==> config.mk <==
export PLATFORM = sky130hd
export DESIGN_NAME = dma_ptr_unit
export DESIGN_NICKNAME = d
export VERILOG_FILES = /design/src/rtl/dma_ptr_pkg.sv /design/src/rtl/dma_cfg_check.sv /design/src/rtl/dma_ptr_step.sv /design/src/rtl/dma_cnt_unit.sv /design/src/rtl/dma_ptr_unit.sv
export SDC_FILE = /design/constraint.sdc
export NUM_CORES = 1
export LEC_CHECK = 0
export BUFFER_PORTS_ARGS = -buffer_cell sky130_fd_sc_hd__buf_2
export CAP_MARGIN = 10
export CORE_MARGIN = 4
export CORE_UTILIZATION = 25
export CTS_BUF_LIST = sky130_fd_sc_hd__clkbuf_8
export DETAILED_ROUTE_END_ITERATION = 16
export PLACE_DENSITY = 0.44
export REMOVE_ABC_BUFFERS = 1
export SETUP_SLACK_MARGIN = 0.15
export SLEW_MARGIN = 20
export SYNTH_ARGS = -nofsm -noshare
export SYNTH_HDL_FRONTEND = slang
export SYNTH_SLANG_ARGS = --single-unit
==> constraint.sdc <==
create_clock -name clk -period 3.7 [get_ports clk]
set_clock_uncertainty 0.1 [all_clocks]
set_input_delay 0.555 -clock clk [delete_from_list [all_inputs] [get_ports clk]]
set_output_delay 0.555 -clock clk [all_outputs]
set_load 0.03 [all_outputs]
==> src/rtl/dma_ptr_pkg.sv <==
package dma_ptr_pkg;

   typedef enum logic [1:0] {
      PSZ_QUAD = 2'b00,
      PSZ_ONE  = 2'b01,
      PSZ_PAIR = 2'b10,
      PSZ_BAD  = 2'b11
   } psize_e;

   localparam logic [1:0] SEL_SRC = 2'b00;
   localparam logic [1:0] SEL_DST = 2'b01;
   localparam logic [1:0] SEL_CNT = 2'b10;

   // operand size in bytes; the invalid code yields zero
   function automatic logic [2:0] psize_bytes(input logic [1:0] code);
      case (psize_e'(code))
         PSZ_QUAD: psize_bytes = 3'd4;
         PSZ_ONE:  psize_bytes = 3'd1;
         PSZ_PAIR: psize_bytes = 3'd2;
         default:  psize_bytes = 3'd0;
      endcase
   endfunction

   // low address bits that must be zero for a given size
   function automatic logic [1:0] psize_mask(input logic [1:0] code);
      case (psize_e'(code))
         PSZ_QUAD: psize_mask = 2'b11;
         PSZ_PAIR: psize_mask = 2'b01;
         default:  psize_mask = 2'b00;
      endcase
   endfunction

   function automatic logic [1:0] psize_wider(input logic [1:0] a, input logic [1:0] b);
      psize_wider = (psize_bytes(a) >= psize_bytes(b)) ? a : b;
   endfunction

endpackage

==> src/rtl/dma_cfg_check.sv <==
module dma_cfg_check
   import dma_ptr_pkg::*;
(
   input  logic [1:0] src_lo,
   input  logic [1:0] dst_lo,
   input  logic [1:0] cnt_lo,
   input  logic       cnt_zero,
   input  logic [1:0] src_size,
   input  logic [1:0] dst_size,
   output logic       cfg_ok
);
   logic size_bad, src_mis, dst_mis, cnt_mis;
   logic [1:0] wide;

   always_comb begin
      wide     = psize_wider(src_size, dst_size);
      size_bad = (src_size == PSZ_BAD) || (dst_size == PSZ_BAD);
      src_mis  = |(src_lo & psize_mask(src_size));
      dst_mis  = |(dst_lo & psize_mask(dst_size));
      cnt_mis  = |(cnt_lo & psize_mask(wide));
      cfg_ok   = !(size_bad || src_mis || dst_mis || cnt_mis || cnt_zero);
   end
endmodule

==> src/rtl/dma_ptr_step.sv <==
module dma_ptr_step #(
   parameter int AW = 32
) (
   input  logic          clk,
   input  logic          rst_n,
   input  logic          load,
   input  logic [AW-1:0] load_val,
   input  logic          step_en,
   input  logic [2:0]    step_bytes,
   output logic [AW-1:0] addr
);
   logic [AW-1:0] addr_q;
   logic [AW-1:0] inc_ext;

   assign inc_ext = {{(AW-3){1'b0}}, step_bytes};

   always_ff @(posedge clk or negedge rst_n) begin
      if (!rst_n)       addr_q <= '0;
      else if (load)    addr_q <= load_val;
      else if (step_en) addr_q <= addr_q + inc_ext;
   end

   assign addr = addr_q;
endmodule

==> src/rtl/dma_cnt_unit.sv <==
module dma_cnt_unit #(
   parameter int CW = 32
) (
   input  logic          clk,
   input  logic          rst_n,
   input  logic          load,
   input  logic [CW-1:0] load_val,
   input  logic          dec_en,
   input  logic [2:0]    dec_bytes,
   output logic [CW-1:0] cnt,
   output logic          last
);
   logic [CW-1:0] cnt_q;
   logic [CW-1:0] dec_ext;

   assign dec_ext = {{(CW-3){1'b0}}, dec_bytes};
   assign last    = (cnt_q <= dec_ext);

   always_ff @(posedge clk or negedge rst_n) begin
      if (!rst_n)      cnt_q <= '0;
      else if (load)   cnt_q <= load_val;
      else if (dec_en) cnt_q <= last ? '0 : cnt_q - dec_ext;
   end

   assign cnt = cnt_q;
endmodule

==> src/rtl/dma_ptr_unit.sv <==
module dma_ptr_unit
   import dma_ptr_pkg::*;
#(
   parameter int AW = 32,
   parameter int CW = 32
) (
   input  logic          clk,
   input  logic          rst_n,
   input  logic          wr_en,
   input  logic [1:0]    wr_sel,
   input  logic [AW-1:0] wr_data,
   input  logic [1:0]    src_size,
   input  logic [1:0]    dst_size,
   input  logic          src_inc,
   input  logic          dst_inc,
   input  logic          start,
   input  logic          xfer_done,
   input  logic          err_clr,
   output logic [AW-1:0] src_addr,
   output logic [AW-1:0] dst_addr,
   output logic [CW-1:0] byte_cnt,
   output logic          active,
   output logic          tc,
   output logic          cfg_err
);
   localparam int NPTR = 2;

   if (AW < 4) begin : g_aw_chk
      $error("dma_ptr_unit: AW must be at least 4");
   end
   if (CW < 4 || CW > AW) begin : g_cw_chk
      $error("dma_ptr_unit: CW must lie in 4..AW");
   end

   logic active_q, tc_q, err_q;
   logic wr_ok, err_held, start_try, cfg_ok, launch, fault, step, cnt_last;
   logic [1:0]    wide_size;
   logic [2:0]    wide_bytes;
   logic [1:0]    size_v [NPTR];
   logic          inc_v  [NPTR];
   logic [AW-1:0] ptr_v  [NPTR];

   assign size_v[0] = src_size;
   assign size_v[1] = dst_size;
   assign inc_v[0]  = src_inc;
   assign inc_v[1]  = dst_inc;

   assign wr_ok      = wr_en && !active_q;
   assign err_held   = err_q && !err_clr;
   assign start_try  = start && !active_q && !err_held;
   assign launch     = start_try && cfg_ok;
   assign fault      = start_try && !cfg_ok;
   assign step       = xfer_done && active_q;
   assign wide_size  = psize_wider(src_size, dst_size);
   assign wide_bytes = psize_bytes(wide_size);

   for (genvar gi = 0; gi < NPTR; gi++) begin : g_ptr
      localparam logic [1:0] MYSEL = (gi == 0) ? SEL_SRC : SEL_DST;
      dma_ptr_step #(.AW(AW)) u_ptr (
         .clk        (clk),
         .rst_n      (rst_n),
         .load       (wr_ok && (wr_sel == MYSEL)),
         .load_val   (wr_data),
         .step_en    (step && inc_v[gi]),
         .step_bytes (psize_bytes(size_v[gi])),
         .addr       (ptr_v[gi])
      );
   end

   dma_cnt_unit #(.CW(CW)) u_cnt (
      .clk       (clk),
      .rst_n     (rst_n),
      .load      (wr_ok && (wr_sel == SEL_CNT)),
      .load_val  (wr_data[CW-1:0]),
      .dec_en    (step),
      .dec_bytes (wide_bytes),
      .cnt       (byte_cnt),
      .last      (cnt_last)
   );

   dma_cfg_check u_chk (
      .src_lo   (ptr_v[0][1:0]),
      .dst_lo   (ptr_v[1][1:0]),
      .cnt_lo   (byte_cnt[1:0]),
      .cnt_zero (byte_cnt == '0),
      .src_size (src_size),
      .dst_size (dst_size),
      .cfg_ok   (cfg_ok)
   );

   always_ff @(posedge clk or negedge rst_n) begin
      if (!rst_n) begin
         active_q <= 1'b0;
         tc_q     <= 1'b0;
         err_q    <= 1'b0;
      end else begin
         err_q <= fault || err_held;
         if (launch) begin
            active_q <= 1'b1;
            tc_q     <= 1'b0;
         end else if (step && cnt_last) begin
            active_q <= 1'b0;
            tc_q     <= 1'b1;
         end
      end
   end

   assign src_addr = ptr_v[0];
   assign dst_addr = ptr_v[1];
   assign active   = active_q;
   assign tc       = tc_q;
   assign cfg_err  = err_q;
endmodule

==> out/metrics.cfg <==
[cts]
clk_pin_slew_worst_paths_ns = 0.11
cts_resized = 0
clock-sinks = 99
cts_buffers = 9
cts_max_level = 3
clk-insertion-delay-late_ns = 0.40
cts_setup_buffers = 0
cts-root-buf = clkbuf_8
cts.path.max_buffers = 2
hold_buffers = 0
cts_tree = yes

[setup_path]
worst-path-buf-inv = 1
cp_num_cells = 7
regToRegSetupSlack_ns = 0.67
r2r-end = u_cnt.cnt[25]
reg2reg_depth = 7
worstSetupPathType = register to register
crit_chain = or4_4, or4_4, nor4b_4, or2b_2, buf_4, o21ai_0, a221o_1
r2r-start = u_cnt.cnt[24]
cp_common_cell = or4_4
critical_path_required_ns = 3.89
path_delay_family = simple AND/OR/NAND/NOR gates
cp_max_fo = 7
cp_slowest_cell = or4_4
cp-start-kind = register
crit_arrival_ns = 3.22
crit_path_max_incr_delay_ns = 0.60
endpoint_kind = register

[sta]
hold_ws_ns = 0.0160
slew_headroom_pct = 32.5
fin_ws_ns = 0.672
drv_slew = 0
rsz0062_at_grt = false
fin_tns_setup_ns = 0
hold_violations = 0
worst_slew_pin_slew_ns = 1.01
period_needed_ns = 3.03
finalSetupViolCount = 0
period_share_pct = 81.8
fmax_ghz = 0.330

[place]
globalplace.congestion = 0.834
preCtsSetupSlack_ns = 0.368
place_hpwl_mm = 20.3
port_buffers = 144

[synthesis]
yosys-top-cells-area = dfrtp_1 (39%), nand2_1 (6.8%), nand3_1 (3.9%)
async_flop_share_pct = 100
synth-main-ff-cell = dfrtp_1
ys_ff_latch = 99
synth-edff-count = 0
synth_area_per_cell_sq_um = 8.58
synth_cell_types = 73
ys_warn_count = 0
yosys.area.top_type = dfrtp_1
synth.top_cell.area_share_pct = 39.2
synthTopCellsByCount = nand2_1 (115), dfrtp_1 (99), nand3_1 (49), o21ai_0 (49), nor2_1 (43)
yosysSeqAreaShare_pct = 39.2
synth_area_sq_um = 6320
postSynthCellCount = 737
yosysMostFrequentCell = nand2_1

[detailed_routing]
drc = 0
routedWlPerCell_microns = 21.9
drt_iter0_drc = 520
num_vias = 6501
dr.pass1.iters = 5
ant_nets = 0
vias_per_cell = 5.38
totalWireLength_mm = 26.4

[power]
peakVddDrop_mv = 0.355
p_leak_nw = 3.27
powerDensity_nw_per_um2 = 796

[grt]
antenna_found_initial = 0
grt_pass1_wl_mm = 40.4
grt_max_degree = 66
grt.total_usage_pct = 18.6
grt_pass1_vias = 6389
overflow = 0

[floorplan]
die_x_microns = 167
num_rows = 57
ioPinCount = 145
core-area_sq_um = 24600
die_h_microns = 167
die_area_sq_um = 27900
initial_core_util_pct = 25.7

[cells_and_area]
nets = 935
diodes = 0
fillers = 2670
drive_gt1_share_pct = 23.7
area_delta_synth_final_pct = 22.0

[outcome]
outcome = finished, final reports clean

[hold_path]
hold_path.class = input pin to async pin

[run]
cap_violations = 0

-- cells in the final DEF, fill, tap and decap left out, types with 10 or more instances in the layout --
| cell | instances |
|---|---|
| inv_1 | 15 |
| o21ai_0 | 49 |
| a21o_1 | 10 |
| xor2_1 | 10 |
| nand4_1 | 24 |
| buf_4 | 22 |
| nor4_1 | 20 |
| o211ai_1 | 13 |
| a221o_1 | 16 |
| buf_2 | 143 |
| nand2_1 | 115 |
| nor2_1 | 43 |
| dfrtp_1 | 99 |
| nor3_1 | 23 |
| a21oi_1 | 23 |
| nand3_1 | 49 |
| o311ai_0 | 22 |
| xnor2_1 | 20 |
-- where the power goes --
part,leakage (nW),internal (W),total [W],switching [W]
clock network,0.134,0.000518,0.000964,0.000446
logic,1.87,0.000987,0.00295,0.00196
registers,1.27,0.00152,0.00223,0.000711
total,3.27,0.00303,0.00614,0.00312
-- per-layer routing --
metal	wire, microns	GRT usage [%]	vias to the layer above
met5	0	0	-
met4	362	3.45	0
met3	1740	4.10	27
met2	12100	29.5	239
met1	12200	26.3	3171
li1	-	-	3064
-- cell families (layout without fill, tap and decap cells) --
kind of cell    count (synthesis)  count (layout)  share of synthesized area, %
simple gates                  361             361                          29.7
buf+inv                        49             197                          3.78
fa+ha+maj                       9               9                          2.02
mux                             3               3                         0.475
flops                          99              99                          39.2
xor+xnor                       30              30                          4.15
compound gates                186             186                          20.7
-- state kept, by name (all words and copies together), names as in the netlist --
register and count:
tc 1, active 1, u_cnt.cnt 32, cfg_err 1
g_ptr.u_ptr.addr 64
-- worst register-to-register path, delay by kind of cell, from the launching register on --
family	cells	cell delay, ns
DFF	1	0.44
AOI/OAI and AO/OA	2	0.39
and+or+nand+nor	4	1.81
buffers and inverters	1	0.18
-- layout make-up --
class / count / area, sq um / area share [%]
Inverter: 15 / 56.3 / 0.730
Sequential cell: 99 / 2480 / 32.1
Tap cell: 324 / 405 / 5.26
Clock buffer: 9 / 124 / 1.61
Multi-Input combinational cell: 589 / 3610 / 46.8
Clock inverter: 7 / 139 / 1.80
Timing Repair Buffer: 166 / 901 / 11.7
-- stage by stage --
step | total power [W] | instances | instance area, sq um | util [%]
global route | 0.00655 | 1209 | 7710 | 31.4
CTS | 0.00619 | 1209 | 7710 | 31.4
global placement | 0.00522 | 1193 | 7450 | 30.3
detailed placement | 0.00521 | 1193 | 7450 | 30.3
finish | 0.00614 | 1209 | 7710 | 31.4
floorplan | 0.00402 | 703 | 6140 | -
-- worst max-delay path by stage --
stage | from | to | slack (ns)
after floorplan | active | g_ptr[0].u_ptr.addr[16] | 0.49
after global placement | dst_size[0] | u_cnt.cnt[30] | 0.41
after detailed placement | dst_size[0] | u_cnt.cnt[30] | 0.37
after CTS | u_cnt.cnt[6] | u_cnt.cnt[25] | 0.66
after global routing | u_cnt.cnt[6] | u_cnt.cnt[25] | 0.50
final | u_cnt.cnt[24] | u_cnt.cnt[25] | 0.67
(Power assumes the default switching activity.)
